`config.mk`:
```
export PLATFORM = sky130hd
export DESIGN_NAME = cla_addsub16
export DESIGN_NICKNAME = d
export VERILOG_FILES = /design/src/rtl/cla_pkg.sv /design/src/rtl/cla_lookahead.sv /design/src/rtl/cla_group.sv /design/src/rtl/cla_addsub16.sv
export SDC_FILE = /design/constraint.sdc
export NUM_CORES = 1
export LEC_CHECK = 0
export BUFFER_PORTS_ARGS = -buffer_cell sky130_fd_sc_hd__buf_2
export CAP_MARGIN = 30
export CORE_ASPECT_RATIO = 0.8
export CORE_MARGIN = 10
export CORE_UTILIZATION = 30
export DETAILED_ROUTE_END_ITERATION = 7
export SLEW_MARGIN = 20
export SYNTH_ARGS = -nofsm -noshare
export SYNTH_HDL_FRONTEND = slang
export SYNTH_SLANG_ARGS = --single-unit
export TNS_END_PERCENT = 5
```
`constraint.sdc`:
```
create_clock -name vclk -period 2.2
set_clock_uncertainty 0.1 [all_clocks]
set_input_delay 0 -clock vclk [all_inputs]
set_output_delay 0 -clock vclk [all_outputs]
set_load 0.02 [all_outputs]
```
`src/rtl/cla_pkg.sv`:
```
package cla_pkg;
  localparam int unsigned DATA_W  = 16;
  localparam int unsigned GROUP_W = 4;
  localparam int unsigned N_GRP   = DATA_W / GROUP_W;
endpackage

```
`src/rtl/cla_lookahead.sv`:
```
// Flattened carry lookahead over N generate/propagate pairs.
module cla_lookahead #(
  parameter int unsigned N = 4
) (
  input  logic [N-1:0] g_i,
  input  logic [N-1:0] p_i,
  input  logic         cin_i,
  output logic [N:0]   c_o,
  output logic         gg_o,
  output logic         gp_o
);
  always_comb begin
    logic term, run;
    c_o[0] = cin_i;
    for (int i = 0; i < N; i++) begin
      // c[i+1] = g[i] | p[i]g[i-1] | ... | p[i..0]cin
      term = g_i[i];
      run  = p_i[i];
      for (int j = i - 1; j >= 0; j--) begin
        term = term | (run & g_i[j]);
        run  = run & p_i[j];
      end
      c_o[i+1] = term | (run & cin_i);
    end
  end

  always_comb begin
    logic term, run;
    term = g_i[N-1];
    run  = p_i[N-1];
    for (int j = N - 2; j >= 0; j--) begin
      term = term | (run & g_i[j]);
      run  = run & p_i[j];
    end
    gg_o = term;
    gp_o = run;
  end
endmodule

```
`src/rtl/cla_group.sv`:
```
module cla_group #(
  parameter int unsigned GW = 4
) (
  input  logic [GW-1:0] a_i,
  input  logic [GW-1:0] b_i,
  input  logic          cin_i,
  output logic [GW-1:0] sum_o,
  output logic          gg_o,
  output logic          gp_o,
  output logic          c_msb_o,
  output logic          cout_o
);
  logic [GW-1:0] g, p;
  logic [GW:0]   c;

  assign g = a_i & b_i;
  assign p = a_i ^ b_i;

  cla_lookahead #(.N(GW)) u_la (
    .g_i(g), .p_i(p), .cin_i(cin_i), .c_o(c), .gg_o(gg_o), .gp_o(gp_o)
  );

  assign sum_o   = p ^ c[GW-1:0];
  assign c_msb_o = c[GW-1];
  assign cout_o  = c[GW];

  // group-level terms bound the group's own carry-out
  always_comb begin
    if (gg_o) a_r6_gen_sets_cout: assert (cout_o) else $error("a_r6_gen_sets_cout");
    if (!gg_o && !gp_o) a_r6_kill_clears_cout: assert (!cout_o) else $error("a_r6_kill_clears_cout");
  end
endmodule

```
`src/rtl/cla_addsub16.sv`:
```
module cla_addsub16
  import cla_pkg::*;
(
  input  logic [DATA_W-1:0] x_i,
  input  logic [DATA_W-1:0] y_i,
  input  logic              sub_i,
  output logic [DATA_W-1:0] sum_o,
  output logic              carry_o,
  output logic              ovf_o
);
  logic [DATA_W-1:0] y_eff;
  logic [N_GRP-1:0]  grp_g, grp_p, grp_cmsb, grp_cout;
  logic [N_GRP:0]    grp_c;
  logic              top_gg, top_gp;

  assign y_eff = y_i ^ {DATA_W{sub_i}};

  cla_lookahead #(.N(N_GRP)) u_level2 (
    .g_i(grp_g), .p_i(grp_p), .cin_i(sub_i),
    .c_o(grp_c), .gg_o(top_gg), .gp_o(top_gp)
  );

  for (genvar k = 0; k < N_GRP; k++) begin : g_grp
    cla_group #(.GW(GROUP_W)) u_grp (
      .a_i    (x_i[k*GROUP_W +: GROUP_W]),
      .b_i    (y_eff[k*GROUP_W +: GROUP_W]),
      .cin_i  (grp_c[k]),
      .sum_o  (sum_o[k*GROUP_W +: GROUP_W]),
      .gg_o   (grp_g[k]),
      .gp_o   (grp_p[k]),
      .c_msb_o(grp_cmsb[k]),
      .cout_o (grp_cout[k])
    );

    // second-level carry matches the group's own carry-out
    always_comb begin
      a_r5_level2_agrees: assert (grp_c[k+1] == grp_cout[k])
        else $error("a_r5_level2_agrees group %0d", k);
    end
  end

  assign carry_o = grp_c[N_GRP];
  assign ovf_o   = grp_c[N_GRP] ^ grp_cmsb[N_GRP-1];

  always_comb begin
    // overflow only with like-signed operands and a flipped result sign
    if (ovf_o) a_r4_ovf_signs: assert ((x_i[DATA_W-1] == y_eff[DATA_W-1]) &&
                                       (sum_o[DATA_W-1] != x_i[DATA_W-1]))
      else $error("a_r4_ovf_signs");
    // whole-word generate / kill bound the carry out
    if (top_gg) a_r6_top_gen: assert (carry_o) else $error("a_r6_top_gen");
    if (!top_gg && !top_gp) a_r6_top_kill: assert (!carry_o) else $error("a_r6_top_kill");
    // bit 0 sees the mode as its carry-in
    a_r2_lsb: assert (sum_o[0] == (x_i[0] ^ y_i[0])) else $error("a_r2_lsb");
  end
endmodule

```
Yosys cells after proc, flatten, opt, wreduce, memory -nomap -nowiden
Cells that the tools add are included.
{"block": "classes", "bitwise_logic": 136}
{"op": "$and 1x1->1", "count": 76}
{"op": "$or 1x1->1", "count": 46}
{"op": "$xor 4x4->4", "count": 8}
{"op": "$and 4x4->4", "count": 4}
{"op": "$xor 16x16->16", "count": 1}
{"op": "$xor 1x1->1", "count": 1}
{"block": "totals", "register_bits": 0, "out_inout_bits": 18, "word_cells": 136}

Longest topological paths before layout
Gate-level depths: netlist (run 1).
{"block": "logic_depth", "word_depth": 13, "ltp_mapped": 11, "depth_no_buf": 9}

Cells and area by module
Synthesis (run 1) repeated with hierarchy kept, for this count alone.
{"block": "unflattened", "cells_unflattened": 126, "area_unflattened_um2": 933.4}
{"mod": "cla_lookahead", "instances": 5, "cells_per_inst": 15, "area_each_um2": 82.6, "seq_area_each_um2": 0.0}
{"mod": "cla_group", "instances": 4, "cells_per_inst": 8, "area_each_um2": 85.1, "seq_area_each_um2": 0.0}
{"mod": "cla_addsub16", "instances": 1, "cells_per_inst": 19, "area_each_um2": 180.2, "seq_area_each_um2": 0.0}

Worst setup path before layout (run 1)
Ideal clock, no wire load.
{"block": "synth_path", "kind": "input port to output port", "start": "in sub_i", "end": "out sum_o[13]", "arrival_ps": 2309, "required_ps": 2100, "slack_ps": -209, "cell_stages": 11, "path_cell_list": "buf_6 > buf_2 > xor2_1 > ha_1 > a21o_1 > a21oi_4 > a21oi_4 > o31ai_4 > nor2b_1 > fa_1 > xnor2_1"}
{"block": "synth_via", "elab_chain_cells": 13, "elab_cells_between_ends": 47}
{"item": "from (decl)", "line_no": "cla_addsub16.sv:6", "text": "input logic sub_i,"}
{"item": "$xor 16x16->16", "line_no": "cla_addsub16.sv:16", "text": "assign y_eff = y_i ^ {DATA_W{sub_i}};"}
{"item": "$xor 4x4->4 / $and 4x4->4 (equally long branches)", "line_no": "cla_group.sv:17, cla_group.sv:16"}
{"item": "$and 1x1->1 (on tied branches)", "line_no": "cla_lookahead.sv:32, cla_lookahead.sv:33"}
{"item": "$or 1x1->1, or another cell as far along", "line_no": "cla_lookahead.sv:32", "text": "term = term | (run & g_i[j]);"}
{"item": "$or 1x1->1 / $and 1x1->1 (equally long branches)", "line_no": "cla_lookahead.sv:32"}
{"item": "$or 1x1->1", "line_no": "cla_lookahead.sv:32"}
{"item": "$and 1x1->1", "line_no": "cla_lookahead.sv:20", "text": "term = term | (run & g_i[j]);"}
{"item": "$or 1x1->1 (2 in series)", "line_no": "cla_lookahead.sv:20"}
{"item": "$or 1x1->1", "line_no": "cla_lookahead.sv:23", "text": "c_o[i+1] = term | (run & cin_i);"}
{"item": "$and 1x1->1", "line_no": "cla_lookahead.sv:23"}
{"item": "$or 1x1->1", "line_no": "cla_lookahead.sv:23"}
{"item": "$xor 4x4->4 *", "line_no": "cla_group.sv:23", "text": "assign sum_o = p ^ c[GW-1:0];"}
{"item": "to (decl)", "line_no": "cla_addsub16.sv:7", "text": "output logic [DATA_W-1:0] sum_o,"}
Every way passes the cells marked *; elsewhere a longest branch is shown, timed or not.

Final worst setup path (run 1)
{"block": "layout_path", "start": "in sub_i", "end": "out sum_o[14]"}
The elaborated chain is that of the path after synthesis.

==> results by group, run 1 <==
Finish
  – Sequential cell area: 0 µm²
  – Layout area overhead: 64.6%
  – Num sequential: 0
  – # nets final: ~240
  – Ant. Diodes: 0
  – Final non-filler cell total: 227
  – Clock buffers: 0
  – Proportion of layout cells with a drive suffix above 1: 0.508
  – Finished Cell Area: 1550 µm²

Setup path
  – Levels on crit path: 12
  – Crit-path slowest cell: ha_1
  – WP data arrival: just over 2 ns
  – Req. time, crit path: between 2 and 2.5 ns
  – Crit-path max FO: 7
  – WS Path Type: in2out
  – Critical path launch point type: input port
  – Crit-path leading delay family: buffers and inverters
  – Largest stage delay, worst path: between 0.3 and 0.4 ns
  – Crit path cell chain: buf_16 -> buf_12 -> xor2_1 -> ha_1 -> a21oi_2 -> o21ai_2 -> buf_4 -> or3_4 -> o221ai_2 -> mux2i_1 -> nand2_1 -> buf_6
  – Buf+Inv Stages, Crit Path: 4
  – CP endpoint kind: primary output

Power
  – Power density cells: between 500 and 600 nW/µm²
  – Maximum vdd ir drop: ~210 µV
  – Lkg Pwr: about 0.83 nW

Placement
  – IO buf count: a little over 50
  – Placer Congestion: between 0.7 and 0.8
  – Placed Cells: approximately 220
  – Post-DP HPWL: approximately 2.5 mm
  – Place WS: -0.308 ns
  – Area after DPL: about 1400 µm²

Yosys
  – Seq/Total Area, Yosys: 0
  – Distinct cell type count after synthesis: 34
  – Post-Syn Nets: roughly 160
  – Largest area contributor in the netlist: ha_1
  – Mapped Area: approximately 940 µm²
  – Synth area leaders: ha_1 (21%), xor2_1 (19%), xnor2_1 (7.4%)
  – Area share of the largest cell type after synthesis: 0.213
  – Number of synthesis warnings: 0
  – Avg Inst Size Synth: approximately 8.5 µm²
  – Post-synthesis cell count: approximately 110

Global route
  – Largest net degree at the start of global routing: 18
  – Vias in the first global route: between 1000 and 1500
  – Global-route wire length before repair: roughly 4.6 mm
  – Overflow after GRT: 0
  – Initial antenna violation count: 0
  – GRT Util Overall: 0.0927

Route
  – Antenna viol nets, final: 0
  – First DRT Iteration DRCs: 24
  – DRT Wirelength: about 3 mm
  – Initial DRT Pass Iterations: 4
  – WL/cell: around 13 µm
  – # DRC: 0
  – Total number of vias: between 1000 and 1500
  – Vias per cell: about 4.6

Timing
  – Min Tclk post-route: 2.16 ns
  – Setup violators final: 0
  – Maximum operating frequency: 463 MHz
  – Fin crit share: 0.982
  – Max Slew Vio Count: 0
  – Worst setup margin: ~0.04 ns
  – Final Hold Violating Endpoints: 0
  – RSZ-0062 raised after global routing: yes
  – Total Neg Setup Slack: 0 ns
  – Worst-Margin Slew: 0.294 ns
  – Normalized max-slew margin: 0.802

Floorplanning
  – Num ports: 51
  – Die Height: approximately 70 µm
  – Chip width: 82.6 µm
  – Core area: ~3000 µm²
  – Initial core utilization: 0.309
  – Number of cell rows: 18
  – Die Footprint: 5790 µm²

Worst hold path
  – Hold Path Class: in2out
  – Hold path cells: 3

Run status
  – Outcome: finished, final reports clean

Clocking
  – Cts hold-fix bufs: 0

Run
  – Number of max-cap violations: 0
## metal layers
layer | part of all wire | track usage | up-vias
met4 | 0 | 0 | 0
met5 | 0 | 0 | -
met2 | 0.53 | 0.183 | 23
met3 | 0.097 | 0.0332 | 0
li1 | - | - | 539
met1 | 0.37 | 0.0935 | 479
## power breakdown
group | switching, mW | leakage (nW) | internal, mW
Combinational | 0.417 | 0.832 | 0.375
Sequential | 0 | 0 | 0
Clock | 0 | 0 | 0
## worst min-delay path: cells and delay by family
family | cells | cell delay, ns
buf+inv | 2 | 0.27
xor+xnor | 1 | 0.06
## synth_stat cells, types with 2 or more instances
cell and number:
inv_1 11, nand4_1 2, nor2b_1 4, a21o_1 3, xor2_1 20, ha_1 16, mux2i_1 2, nor2_1 6
nand2_1 5, a21oi_1 6, xnor2_1 8, a21oi_4 2, fa_1 3, nor3_1 2, o21ai_1 2
## layout by cell type, fill, tap and decap left out, types with 2 or more instances in the layout
cell type  instances
a21o_1             3
a21oi_1            5
a21oi_2            2
a21oi_4            2
buf_2             45
buf_4             28
buf_6              2
fa_1               2
ha_1              15
inv_1             10
mux2i_1            2
nand2_1            5
nand4_1            2
nor2_1             5
nor2b_1            3
nor3_1             2
xnor2_1            7
xor2_1            20
## path summary, 6_finish.rpt
check / endpoint / start
worst max-delay path: sum_o[14] / sub_i
worst min-delay path: sum_o[0] / sub_i
## layout make-up
| type | instances | area [µm²] |
|---|---|---|
| timing repair buffer | 78 | 531 |
| multi-input combinational | 98 | 927 |
| inverter | 11 | 41.3 |
| tap | 40 | 50.0 |
| fill | 315 | 1490 |
## cell families after synthesis
group                    share of synthesized area
multiplexers                                0.0372
adder cells (fa/ha/maj)                      0.277
AND/OR/NAND/NOR                              0.138
AO/OA/AOI/OAI                                0.226
buffers and inverters                       0.0612
XOR/XNOR                                     0.261
## timing repair
action / CTS / global route
setup endpoints to repair: 10 / 7
setup buffers: 1 / 4
gates resized for setup: 9 / 10
pin swaps: 6 / 6
cloned: 0 / 1
hold endpoints to repair: 0 / 0
## per-stage QoR
step	hold WS (ns)	util	power [mW]
finish	0.239	0.509	0.792
global route	0.256	0.509	0.865
CTS	0.285	0.478	0.757
detailed placement	0.361	0.465	0.732
global placement	0.355	0.465	0.715
floorplan	0.154	-	0.477
(Power assumes the default switching activity.)
==> run 2, diff against run 1 <==
--- a/config.mk
+++ b/config.mk
@@ -14,5 +14,6 @@
 export SLEW_MARGIN = 20
 export SYNTH_ARGS = -nofsm -noshare
 export SYNTH_HDL_FRONTEND = slang
+export SYNTH_HIERARCHICAL = 1
 export SYNTH_SLANG_ARGS = --single-unit
 export TNS_END_PERCENT = 5
==> run 2 against run 1 <==
Compared with the run above:
- sequential share of layout area did not move
- core utilization is 3.2 points lower
- synthesized cell count grew 6.3%
- cell area shrank 14%
- hold slack better by 0.15 ns
- clock-buffer cell count stayed put
- critical path type unchanged
- largest cell class unchanged
==> results by group, run 2 <==
Run status
  – Outcome: finished, final reports clean (unchanged)

Yosys
  – Avg Inst Size Synth: 7.50 µm² (was 8.48 µm²)
  – Post-Syn Nets: 167 (was 163)
  – Mapped Area: 885 µm² (was 941 µm²)
  – Number of synthesis warnings: 6 (was 0)
  – Post-synthesis cell count: 118 (was 111)

Timing
  – Final Hold Violating Endpoints: 0 (unchanged)
  – Worst-Margin Slew: 0.237 ns (was 0.294 ns)
  – Setup violators final: 0 (unchanged)
  – Max Slew Vio Count: 0 (unchanged)
  – Normalized max-slew margin: 0.841 (was 0.802)
  – Minimum hold slack: 0.384 ns (was 0.239 ns)
  – Total Neg Setup Slack: 0 ns (unchanged)
  – Maximum operating frequency: 477 MHz (was 463 MHz)
  – Fin crit share: 0.953 (was 0.982)
  – Min Tclk post-route: 2.10 ns (was 2.16 ns)

Power
  – Gate power share: 1.000 (about the same)
  – Clk pwr share: 0 (about the same)
  – Net Sw Frac: 0.570 (was 0.526)
  – Lkg Pwr: 0.747 nW (was 0.832 nW)
  – Int Pwr: 0.308 mW (was 0.375 mW)
  – Power density cells: 539 nW/µm² (was 511 nW/µm²)
  – Maximum vdd ir drop: 229 µV (was 208 µV)
  – Psw: 0.408 mW (was 0.417 mW)
  – Reg power frac: 0 (about the same)

Finish
  – Most frequent cells in the layout: buf_2 (48), xor2_1 (33), buf_4 (21), ha_1 (15), nand3_1 (13) (was buf_2 (45), buf_4 (28), xor2_1 (20), ha_1 (15), inv_1 (10))
  – Ant. Diodes: 0 (unchanged)
  – Most common cell after layout, fill and taps aside: buf_2 (unchanged)
  – Fill count: 296 (was 315)
  – Proportion of layout cells with a drive suffix above 1: 0.486 (was 0.508)
  – Finished Cell Area: 1330 µm² (was 1550 µm²)
  – # nets final: 234 (was 241)
  – Num sequential: 0 (unchanged)
  – Layout area overhead: 50.4% (was 64.6%)
  – Clock buffers: 0 (unchanged)
  – Sequential cell area: 0 µm² (unchanged)

Route
  – First DRT Iteration DRCs: 42 (was 24)
  – Antenna viol nets, final: 0 (unchanged)
  – Total number of vias: 990 (was 1041)
  – Initial DRT Pass Iterations: 4 (unchanged)
  – # DRC: 0 (unchanged)
  – Vias per cell: 4.48 (was 4.59)
  – WL/cell: 12.2 µm (was 13.2 µm)
  – DRT Wirelength: 2.69 mm (was 3.00 mm)

Global route
  – Vias in the first global route: 1044 (was 1082)
  – GRT Util Overall: 0.0900 (was 0.0927)
  – Global-route wire length before repair: 4.27 mm (was 4.62 mm)
  – Overflow after GRT: 0 (unchanged)
  – Largest net degree at the start of global routing: 9 (was 18)
  – Initial antenna violation count: 0 (unchanged)

Setup path
  – WP data arrival: 2.00 ns (was 2.06 ns)
  – Buf+Inv Stages, Crit Path: 5 (was 4)
  – Crit path cell chain: buf_6 -> buf_12 -> xor2_1 -> ha_1 -> nand3_1 -> nor2_1 -> buf_4 -> a21oi_2 -> o21ai_2 -> a21oi_2 -> inv_2 -> a21o_1 -> xor2_1 -> buf_4 (was buf_16 -> buf_12 -> xor2_1 -> ha_1 -> a21oi_2 -> o21ai_2 -> buf_4 -> or3_4 -> o221ai_2 -> mux2i_1 -> nand2_1 -> buf_6)
  – Crit-path max FO: 8 (was 7)
  – WS Path Type: in2out (unchanged)
  – Crit-path slowest cell: ha_1 (unchanged)
  – Critical path launch point type: input port (unchanged)
  – Crit-path leading delay family: buffers and inverters (unchanged)
  – CP endpoint kind: primary output (unchanged)
  – Largest stage delay, worst path: 0.35 ns (was 0.34 ns)
  – Req. time, crit path: 2.10 ns (about the same)

Floorplanning
  – Initial core utilization: 0.317 (was 0.309)
  – Core area: 2790 µm² (was 3040 µm²)
  – Num ports: 51 (unchanged)
  – Die Footprint: 5530 µm² (was 5790 µm²)
  – Number of cell rows: 17 (was 18)
  – Chip width: 80.7 µm (was 82.6 µm)
  – Die Height: 68.6 µm (was 70.1 µm)

Placement
  – Area after DPL: 1260 µm² (was 1420 µm²)
  – Placer Congestion: 0.789 (was 0.773)
  – Post-DP HPWL: 2.36 mm (was 2.53 mm)
  – IO buf count: 51 (unchanged)

Clocking
  – Cts hold-fix bufs: 0 (unchanged)

Run
  – Number of max-cap violations: 0 (unchanged)

Worst hold path
  – Hold Path Class: in2out (unchanged)
==> run 2: layout make-up <==
type	instances	area (µm²)	area share
Tap cell	38	47.5	0.0357
Inverter	9	33.8	0.0254
Multi-Input combinational cell	102	808	0.608
Timing Repair Buffer	72	440	0.331
==> run 2: final timing paths <==
kind,cells after the start,slack (ns),to,from
max,14,0.10,sum_o[14],sub_i
min,4,0.38,sum_o[0],sub_i
==> run 2: metal layers <==
layer / wire length, µm / track usage
met1: 1140 / 0.0960
met2: 1280 / 0.175
met3: 272 / 0.0336
met4: 0 / 0.00431
met5: 0 / 0
==> run 2: timing repair <==
item | in CTS | in global routing
endpoints found under the setup margin | 1 | 8
resized for setup | 1 | 13
setup buffers | 0 | 4
pin swaps | 1 | 17
==> run 2: power by group through the flow <==
stage / Clock [mW] / Sequential, mW / Combinational [mW]
2_1_floorplan: 0 / 0 / 0.451
3_3_place_gp: 0 / 0 / 0.668
3_5_place_dp: 0 / 0 / 0.678
4_1_cts: 0 / 0 / 0.685
5_1_grt: 0 / 0 / 0.785
6_report: 0 / 0 / 0.716
==> run 2: metrics by stage <==
step	setup WS [ns]	utilization	total power, mW	std cells
2_1_floorplan	0.0728	-	0.451	118
3_3_place_gp	0.0276	0.452	0.668	217
3_5_place_dp	-0.00983	0.452	0.678	217
4_1_cts	0.00611	0.453	0.685	217
5_1_grt	-0.0288	0.477	0.785	221
6_report	0.104	0.477	0.716	221
==> run 3, diff against run 2 <==
==> constraint.sdc (replaced) <==
create_clock -name vclk -period 2.7
set_clock_uncertainty 0.1 [all_clocks]
set_input_delay 0.54 -clock vclk [all_inputs]
set_output_delay 0.54 -clock vclk [all_outputs]
set_load 0.02 [all_outputs]
==> run 3 against run 2 <==
Compared with the run above:
- the flow now finishes with violations (setup timing)
- critical path depth is the same
- die area unchanged
- clock-buffer cell count stayed put
- core utilization rose by 14 points
- non-clock buffer count is 27 higher
- routed wire length is 23% higher
- global-route usage grew 2.1 points
- via count up 15%
- combinational power rose by 8.1%
- hold slack gained 1.0 ns
- flip-flop and latch count unchanged
- total power rose by 8.1%
==> results by group, run 3 (synthesis results as in run 2) <==
Timing
  – Min Tclk post-route: around 3.1 ns
  – Fin crit share: 1.16
  – Worst setup margin: -0.435 ns (was 0.104 ns)
  – Setup violators final: 15 (was 0)
  – Minimum hold slack: 1.40 ns (was 0.384 ns)
  – Normalized max-slew margin: 0.841 (about the same)
  – Max Slew Vio Count: 0 (unchanged)
  – Total Neg Setup Slack: -4.19 ns (was 0 ns)
  – Worst-Margin Slew: 0.238 ns (was 0.237 ns)
  – Maximum operating frequency: between 300 and 400 MHz
  – Final Hold Violating Endpoints: 0 (unchanged)
  – RSZ-0062 raised after global routing: yes

Floorplanning
  – Num ports: 51 (unchanged)
  – Core area: 2790 µm² (unchanged)
  – Die Height: 68.6 µm (unchanged)
  – Number of cell rows: 17 (unchanged)
  – Chip width: 80.7 µm (unchanged)
  – Die Footprint: 5530 µm² (unchanged)
  – Initial core utilization: 0.317 (unchanged)

Placement
  – IO buf count: 51 (unchanged)
  – Placer Congestion: 0.812 (was 0.789)
  – Area after DPL: 1420 µm² (was 1260 µm²)
  – Post-DP HPWL: 2.54 mm (was 2.36 mm)

Finish
  – Clock buffers: 0 (unchanged)
  – Num sequential: 0 (unchanged)
  – Layout area overhead: 93.5% (was 50.4%)
  – Finished Cell Area: 1710 µm² (was 1330 µm²)
  – Most common cell after layout, fill and taps aside: buf_4 (was buf_2)
  – Ant. Diodes: 0 (unchanged)
  – Sequential cell area: 0 µm² (unchanged)
  – Most frequent cells in the layout: buf_4 (55), buf_2 (34), xor2_1 (27), ha_1 (14), nand3_1 (10) (was buf_2 (48), xor2_1 (33), buf_4 (21), ha_1 (15), nand3_1 (13))
  – # nets final: 261 (was 234)
  – Proportion of layout cells with a drive suffix above 1: 0.619 (was 0.486)

Setup path
  – Req. time, crit path: 2.06 ns (was 2.10 ns)
  – CP endpoint kind: primary output (unchanged)
  – WS Path Type: in2out (unchanged)
  – WP data arrival: 2.50 ns (was 2.00 ns)
  – Critical path launch point type: input port (unchanged)
  – Crit-path max FO: 5 (was 8)

Run status
  – Failing checks: setup timing
  – Outcome: finished with violations (was finished, final reports clean)

Run
  – Number of max-cap violations: 0 (unchanged)

Route
  – Antenna viol nets, final: 0 (unchanged)
  – First DRT Iteration DRCs: 25 (was 42)
  – Initial DRT Pass Iterations: 4 (unchanged)
  – Vias per cell: 4.58 (was 4.48)
  – DRT Wirelength: 3.31 mm (was 2.69 mm)
  – Total number of vias: 1135 (was 990)
  – # DRC: 0 (unchanged)
  – WL/cell: 13.3 µm (was 12.2 µm)

Worst hold path
  – Hold Path Class: in2out (unchanged)

Global route
  – GRT Util Overall: 0.111 (was 0.0900)
  – Global-route wire length before repair: 5.21 mm (was 4.27 mm)
  – Largest net degree at the start of global routing: 6 (was 9)
  – Initial antenna violation count: 0 (unchanged)
  – Vias in the first global route: 1216 (was 1044)
  – Overflow after GRT: 0 (unchanged)

Power
  – Power density cells: 452 nW/µm² (was 539 nW/µm²)
  – Maximum vdd ir drop: 190 µV (was 229 µV)
  – Lkg Pwr: 0.923 nW (was 0.747 nW)
  – Final total power: 0.774 mW (was 0.716 mW)

Clocking
  – Cts hold-fix bufs: 0 (unchanged)
## run 3: changes by cell type in the layout (fill, tap and decap cells not counted), sizes merged
cell and change:
buf +27
## run 3: layer usage
metal,global-route usage,share of wire,up-vias
met5,0,0,-
met4,0.00647,0.0042,0
met3,0.0401,0.10,2
met2,0.214,0.49,38
met1,0.118,0.40,510
li1,-,-,585
## run 3: repair_timing
item,CTS,global route
buffers inserted,7,5
cloned,1,0
hold endpoints to repair,0,0
pin swaps,27,17
endpoints found under the setup margin,16,15
resized for setup,35,14
## run 3: power by group
part	internal, mW	switching [mW]	leakage, nW
combinational	0.387	0.388	0.923
sequential	0	0	0
clock	0	0	0
## run 3: through the flow
stage          cells  utilization  worst slack [ns]
2_1_floorplan    118            -            -0.434
3_3_place_gp     235        0.508            -0.595
3_5_place_dp     235        0.508            -0.633
4_1_cts          243        0.576            -0.422
5_1_grt          248        0.614            -0.518
6_report         248        0.614            -0.435
## run 3: final timing paths
kind | start | end | slack [ns] | cells after the start
max | sub_i | sum_o[10] | -0.44 | 14
min | sub_i | sum_o[0] | 1.40 | 4
## run 3: worst max-delay path, stage by stage
cell	delay (ns)
buf_12	0.11
xor2_1	0.14
ha_1	0.35
a21oi_2	0.14
nand3_1	0.08
a21oi_2	0.13
buf_4	0.13
inv_2	0.04
a21o_1	0.17
a21oi_2	0.16
inv_2	0.06
a21o_1	0.17
xor2_2	0.14
buf_6	0.13
## run 3: final cells by class
| class | count | area [µm²] |
|---|---|---|
| fill | 240 | 1070 |
| inverter | 9 | 33.8 |
| multi-input combinational | 102 | 906 |
| tap | 38 | 47.5 |
| timing repair buffer | 99 | 724 |
